<file path="src/rtl/ras_pkg.sv">
package ras_pkg;

    typedef enum logic [1:0] {
        RAS_HOLD = 2'd0,
        RAS_PUSH = 2'd1,
        RAS_POP  = 2'd2
    } ras_op_e;

    // Push has priority when both strobes arrive together.
    function automatic ras_op_e ras_decode(input logic push, input logic pop);
        if (push)
            return RAS_PUSH;
        else if (pop)
            return RAS_POP;
        else
            return RAS_HOLD;
    endfunction

endpackage

</file>
<file path="src/rtl/ras_level.sv">
module ras_level
    import ras_pkg::*;
#(
    parameter int W = 12
) (
    input  logic          clk_i,
    input  logic          rst_ni,
    input  ras_op_e       op_i,
    input  logic [W-1:0]  above_i,
    input  logic [W-1:0]  below_i,
    output logic [W-1:0]  q_o
);

    typedef struct packed {
        logic [W-1:0] val;
    } lvl_t;

    lvl_t lvl_d, lvl_q;

    always_comb begin
        lvl_d = lvl_q;
        unique case (op_i)
            RAS_PUSH: lvl_d.val = above_i;
            RAS_POP:  lvl_d.val = below_i;
            default:  lvl_d = lvl_q;
        endcase
    end

    always_ff @(posedge clk_i or negedge rst_ni) begin
        if (!rst_ni)
            lvl_q <= '0;
        else
            lvl_q <= lvl_d;
    end

    assign q_o = lvl_q.val;

endmodule

</file>
<file path="src/rtl/ras_stack.sv">
module ras_stack
    import ras_pkg::*;
#(
    parameter int ADDR_W = 12,
    parameter int DEPTH  = 2
) (
    input  logic              clk_i,
    input  logic              rst_ni,
    input  logic              push_i,
    input  logic [ADDR_W-1:0] push_addr_i,
    input  logic              pop_i,
    output logic [ADDR_W-1:0] tos_o
);

    localparam int LAST = DEPTH - 1;

    ras_op_e op_d;
    logic [DEPTH-1:0][ADDR_W-1:0] stack_q;

    always_comb begin
        op_d = ras_decode(push_i, pop_i);
    end

    for (genvar i = 0; i < DEPTH; i++) begin : g_lvl
        logic [ADDR_W-1:0] above, below;

        if (i == 0) begin : g_top
            assign above = push_addr_i;
        end else begin : g_mid_above
            assign above = stack_q[i-1];
        end

        // The bottom level keeps itself on a pop, so extra pops repeat it.
        if (i == LAST) begin : g_bottom
            assign below = stack_q[i];
        end else begin : g_mid_below
            assign below = stack_q[i+1];
        end

        ras_level #(.W(ADDR_W)) u_level (
            .clk_i   (clk_i),
            .rst_ni  (rst_ni),
            .op_i    (op_d),
            .above_i (above),
            .below_i (below),
            .q_o     (stack_q[i])
        );
    end

    assign tos_o = stack_q[0];

endmodule

</file>
<file path="config.mk">
export PLATFORM = sky130hd
export DESIGN_NAME = ras_stack
export DESIGN_NICKNAME = d
export VERILOG_FILES = /design/src/rtl/ras_pkg.sv /design/src/rtl/ras_level.sv /design/src/rtl/ras_stack.sv
export SDC_FILE = /design/constraint.sdc
export NUM_CORES = 1
export LEC_CHECK = 0
export BUFFER_PORTS_ARGS = -buffer_cell sky130_fd_sc_hd__clkbuf_2
export CAP_MARGIN = 20
export CELL_PAD_IN_SITES_DETAIL_PLACEMENT = 0
export CELL_PAD_IN_SITES_GLOBAL_PLACEMENT = 2
export CORE_ASPECT_RATIO = 0.75
export CORE_MARGIN = 1.5
export CORE_UTILIZATION = 25
export CTS_BUF_LIST = sky130_fd_sc_hd__clkbuf_8
export DETAILED_ROUTE_END_ITERATION = 7
export HOLD_SLACK_MARGIN = 0.08
export PLACE_DENSITY_LB_ADDON = 0.1
export RECOVER_POWER = 25
export SYNTH_ARGS = -nofsm -noshare
export SYNTH_HDL_FRONTEND = slang
export SYNTH_HIERARCHICAL = 1
export SYNTH_SLANG_ARGS = --single-unit
</file>
<file path="constraint.sdc">
create_clock -name clk_i -period 2.31 [get_ports clk_i]
set_clock_uncertainty 0.15 [all_clocks]
set_input_delay 0.462 -clock clk_i [delete_from_list [all_inputs] [get_ports clk_i]]
set_output_delay 0.462 -clock clk_i [all_outputs]
set_load 0.01 [all_outputs]
</file>
==> impl_metrics.csv, run 1 <==
group,metric,value,unit
run_status,outcome,"completed",
route,drt-initial-drc-count,35,
finish,drive_above_1_share,27.0,%
place,dp_slack,0.439,ns
flow_run,drv_cap,0,
finish,areaGrowthSynthToFinish,23.8,%
synth,syn-num-nets,125,
synth,synth_seq_cells,24,
cts,post_cts_buffers,0,
route,drc,0,
floorplan,ios,28,
floorplan,num_rows,21,
floorplan,core,4440,um2
setup_path,critPathKind,"in -> reg",
hold_path,hp-class,"in -> reg",
synth,synthTopCellsByArea,"dfrtp_1, mux2i_1, o21ai_1",
cts,cts_sinks,24,
timing,setup_violations,0,
timing,period_minus_slack,1.66,ns
setup_path,endpoint_kind,"flop",
timing,final.period_utilization,71.7,%
route,top_layer,"met4",
synth,synth_top_area_share,52.3,%
finish,final_common_cell,"clkbuf_2",
route,wl_met2,1120,um
setup_path,worstPathRequired,2.32,ns
finish,antenna_cells,0,
finish,finalNetCount,160,
route,vias_per_cell,4.27,
floorplan,die_w,81.2,um
route,wirelength,2470,um
timing,tightest_slew,0.625,ns
timing,whs,0.320,ns
power_and_ir_drop,ir_drop,0.233,mV
floorplan,die_h,61.7,um
synth,syn_area,1150,um2
timing,clock.fmax,0.603,GHz
cts,cts_max_level,1,
synth,yosysSeqAreaShare,52.3,%
cts,cts-resized-gates,0,
place,dpl.hpwl,1850,um
synth,yosys_warnings,6,
global_routing,grt_pass1_wl,4270,um
route,vias,846,
timing,setup_ws,0.653,ns
finish,largest_reg_flops,24,
synth,netlist_instances,107,
route,route.met3.wl,121,um
place,gp_congestion,0.677,
timing,final_hold_viol_count,0,
global_routing,antenna_found_initial,0,
setup_path,crit_fanout,6,
global_routing,gr-total-overflow,0,
power_and_ir_drop,powerDensity,763,nW/um2
global_routing,grt_max_degree,25,
route,ant_nets,0,
place,placed_cells,193,
power_and_ir_drop,p_leak,0.642,nW
route,met1Wirelength,1220,um
synth,syn_area_per_cell,10.7,um2
cts,tritoncts,"built",
floorplan,initial_core_util,25.8,%
finish,utilization,32.0,%
timing,slew_headroom,58.3,%
timing,slew_viol_final,0,
place,numPortBuffers,27,
timing,setup_tns,0,ns
setup_path,cp-start-kind,"input port",
floorplan,dieArea,5010,um2
global_routing,grt_pass1_vias,890,
synth,yosysUniqueCellTypes,11,
global_routing,grtUsageTotal,11.7,%
cts,cts_root_buf,"clkbuf_8",
cts,clock_latency,0.26,ns
route,post_drt_wl_per_cell,12.5,um
finish,finalNonFillerCells,198,
cts,numCtsBuffers,3,
timing,rsz0062_at_grt,"false",
finish,fill_cells,480,
cts,clk_pin_slew,0.08,ns
route,drtPass1Iterations,4,
setup_path,cp_data_arrival_time,1.66,ns
synth,synth_top_cell_by_area,"dfrtp_1",
finish,final_cell_mix,"clkbuf_2, mux2i_1, nand2_1, dfrtp_1, o21ai_0",
cts,clockBufferDepth,2,
stage by stage:
stage               power, mW  area, um2
floorplan               0.720       1150
global placement        0.824       1370
detailed placement      0.828       1370
CTS                      1.12       1440
global route             1.17       1420
finish                   1.08       1420
synth_stat cells:
cell type	instances
mux2i_1	24
o21ai_1	18
dfrtp_1	24
inv_1	2
nor2b_4	1
o21ai_0	4
ha_1	2
buf_6	2
buf_2	4
nand2_1	24
o21ai_2	2
per-layer routing:
metal / track usage, % / vias up
li1: - / 433
met1: 14.5 / 393
met2: 20.0 / 18
met3: 3.85 / 2
met4: 2.96 / 0
met5: 0 / -
area by class of cell:
cell class                      count  area (um2)  share of cell area [%]
Multi-Input combinational cell     75         489                    34.4
Sequential cell                    24         601                    42.3
Timing Repair Buffer               36         196                    13.8
Inverter                            2        7.51                   0.529
Tap cell                           57        71.3                    5.02
Clock buffer                        4        55.1                    3.88
where the power goes:
group          leakage (nW)  internal (mW)  total (mW)  switching (mW)
logic                 0.315          0.109       0.232           0.123
registers             0.298          0.505       0.573          0.0681
clock network        0.0288          0.152       0.279           0.127
total                 0.642          0.766        1.08           0.318
worst paths after layout:
| kind | from | end | slack, ns | cells past startpoint |
|---|---|---|---|---|
| max | push_i | g_lvl[1].u_level/q_o[11]$_DFFE_PN0P_ | 0.65 | 6 |
| min | push_addr_i[4] | g_lvl[0].u_level/q_o[4]$_DFFE_PN0P_ | 0.32 | 3 |
| max reg2reg | g_lvl[1].u_level/q_o[11]$_DFFE_PN0P_ | g_lvl[0].u_level/q_o[11]$_DFFE_PN0P_ | 1.39 | 2 |
| min reg2reg | g_lvl[0].u_level/q_o[11]$_DFFE_PN0P_ | g_lvl[0].u_level/q_o[11]$_DFFE_PN0P_ | 0.37 | 2 |
| max in group asynchronous | rst_ni | g_lvl[0].u_level/q_o[11]$_DFFE_PN0P_ | 1.01 | 2 |
| min in group asynchronous | rst_ni | g_lvl[1].u_level/q_o[5]$_DFFE_PN0P_ | 0.60 | 2 |
worst max-delay path: stages:
cell and delay [ns]:
clkbuf_1 0.09, nor2b_1 0.16, ha_1 0.19, clkbuf_1 0.42, mux2i_1 0.28, o21ai_2 0.06
repair_timing:
action / in CTS / in global routing
hold endpoints to repair: 10 / 0
hold buffers: 1 / 0
endpoints found under the setup margin: 0 / 0
cell families after synthesis:
family / count (synthesis) / share of synthesized area (%)
compound gates: 24 / 11.1
fa+ha+maj: 2 / 2.18
buf+inv: 8 / 4.36
flops: 24 / 52.3
mux: 24 / 20.9
simple gates: 25 / 9.05
Note: power is estimated with default switching activity, not from simulation.
==> inputs of run 2 (changes only) <==
clock period = 1.5 ns   (was 2.31 ns; I/O delays follow)
==> run 2 against run 1 <==
  * Combinational power rose by 59%
  * Cell area up 1.5%
  * First-iteration DRC count is 74% lower
  * Via count decreased by 2.5%
  * Clock-buffer cell count did not move
  * Clock power rose by 56%
  * Final cell count rose by 0.51%
  * Non-clock buffer count is 1 higher
  * Routed wire length shrank 1.1%
  * Highest routed layer unchanged
  * Global-route usage decreased by 0.56 points
  * Critical path depth is 5 lower
  * Critical endpoint is now tos_o[7]
  * Flip-flop and latch count unchanged
==> impl_metrics.csv, run 2 (same netlist as run 1, synthesis figures left out) <==
group,metric,value,unit
run_status,outcome,"completed",
cts,clockBufferDepth,2,
cts,cts_sinks,24,
setup_path,cp_data_arrival_time,0.82,ns
timing,period_minus_slack,1.27,ns
floorplan,ios,28,
finish,areaGrowthSynthToFinish,25.6,%
floorplan,dieArea,5010,um2
place,placed_cells,194,
setup_path,cp-start-kind,"flop",
setup_path,worstPathRequired,1.05,ns
timing,setup_violations,0,
global_routing,grt_pass1_vias,808,
cts,clock_latency,0.26,ns
floorplan,die_h,61.7,um
setup_path,cpMaxStageDelayCell,"dfrtp_1",
setup_path,critPathKind,"reg -> out",
cts,cts_root_buf,"clkbuf_8",
timing,setup_tns,0,ns
route,wirelength,2450,um
place,dpl-instance-area,1380,um2
power_and_ir_drop,p_leak,0.663,nW
floorplan,initial_core_util,25.8,%
finish,drive_above_1_share,30.3,%
cts,cts_max_level,1,
route,ant_nets,0,
cts,clk_pin_slew,0.08,ns
route,drtPass1Iterations,4,
flow_run,drv_cap,0,
setup_path,crit_fanout,3,
timing,slew_viol_final,0,
route,drt-initial-drc-count,9,
place,gp_congestion,0.651,
place,dp_slack,0.0256,ns
hold_path,hp-class,"in -> reg",
timing,slew_headroom,57.2,%
route,vias,825,
setup_path,cp_top_family,"flip-flops",
power_and_ir_drop,power,1.69,mW
cts,post_cts_buffers,0,
finish,antenna_cells,0,
cts,tritoncts,"built",
finish,final_cell_mix,"clkbuf_2, mux2i_1, nand2_1, dfrtp_1, o21ai_1",
route,drc,0,
power_and_ir_drop,powerDensity,1170,nW/um2
finish,largest_reg_flops,24,
global_routing,grt_max_degree,25,
floorplan,core,4440,um2
setup_path,critPathBufInv,1,
place,dpl.hpwl,1810,um
timing,setup_ws,0.234,ns
power_and_ir_drop,ir_drop,0.484,mV
timing,clock.fmax,0.790,GHz
finish,finalNonFillerCells,199,
setup_path,crit_chain,"clkbuf_2",
route,vias_per_cell,4.15,
cts,cts-resized-gates,0,
global_routing,grt_pass1_wl,4010,um
floorplan,num_rows,21,
finish,final_common_cell,"clkbuf_2",
finish,utilization,32.5,%
timing,final_hold_viol_count,0,
setup_path,endpoint_kind,"output port",
global_routing,gr-total-overflow,0,
cts,numCtsBuffers,3,
finish,finalNetCount,161,
setup_path,slowest_delay,0.41,ns
floorplan,die_w,81.2,um
place,numPortBuffers,27,
global_routing,grtUsageTotal,11.2,%
timing,tightest_slew,0.641,ns
finish,fin_area,1440,um2
timing,rsz0062_at_grt,"false",
global_routing,antenna_found_initial,0,
route,post_drt_wl_per_cell,12.3,um
timing,whs,0.160,ns
timing,final.period_utilization,84.4,%
[run 2: cell type report]
class | count | area, um2
repair buffers | 37 | 210
multi-input cells | 75 | 497
well taps | 57 | 71.3
clock buffers | 4 | 55.1
inverters | 2 | 7.51
fillers | 473 | 3000
flip-flops and latches | 24 | 601
[run 2: final timing paths]
kind                                                   endpoint  slack, ns  cells after the start                                  from
min reg2reg                 g_lvl[1].u_level/q_o[6]$_DFFE_PN0P_       0.37                      2   g_lvl[1].u_level/q_o[6]$_DFFE_PN0P_
max                                                    tos_o[7]       0.23                      1   g_lvl[0].u_level/q_o[7]$_DFFE_PN0P_
min in group asynchronous   g_lvl[0].u_level/q_o[5]$_DFFE_PN0P_       0.52                      3                                rst_ni
min                         g_lvl[0].u_level/q_o[5]$_DFFE_PN0P_       0.16                      3                        push_addr_i[5]
max reg2reg                g_lvl[0].u_level/q_o[11]$_DFFE_PN0P_       0.60                      2  g_lvl[1].u_level/q_o[11]$_DFFE_PN0P_
max in group asynchronous   g_lvl[1].u_level/q_o[1]$_DFFE_PN0P_       0.27                      3                                rst_ni
[run 2: report_power, final]
group          switching (mW)  internal (mW)
Combinational           0.195          0.176
Clock                   0.200          0.234
Sequential              0.104          0.778
Total                   0.499           1.19
[run 2: timing repair]
| action | 4_1_cts | 5_1_grt |
|---|---|---|
| hold buffers | 1 | 0 |
| hold endpoints to repair | 24 | 0 |
| endpoints found under the setup margin | 0 | 0 |
[run 2: per-layer routing]
layer	GRT usage [%]	part of all wire, %	vias to the layer above
li1	-	-	436
met2	18.6	47	18
met3	3.70	5.2	2
met1	14.1	47	369
met5	0	0	-
met4	2.96	0.61	0
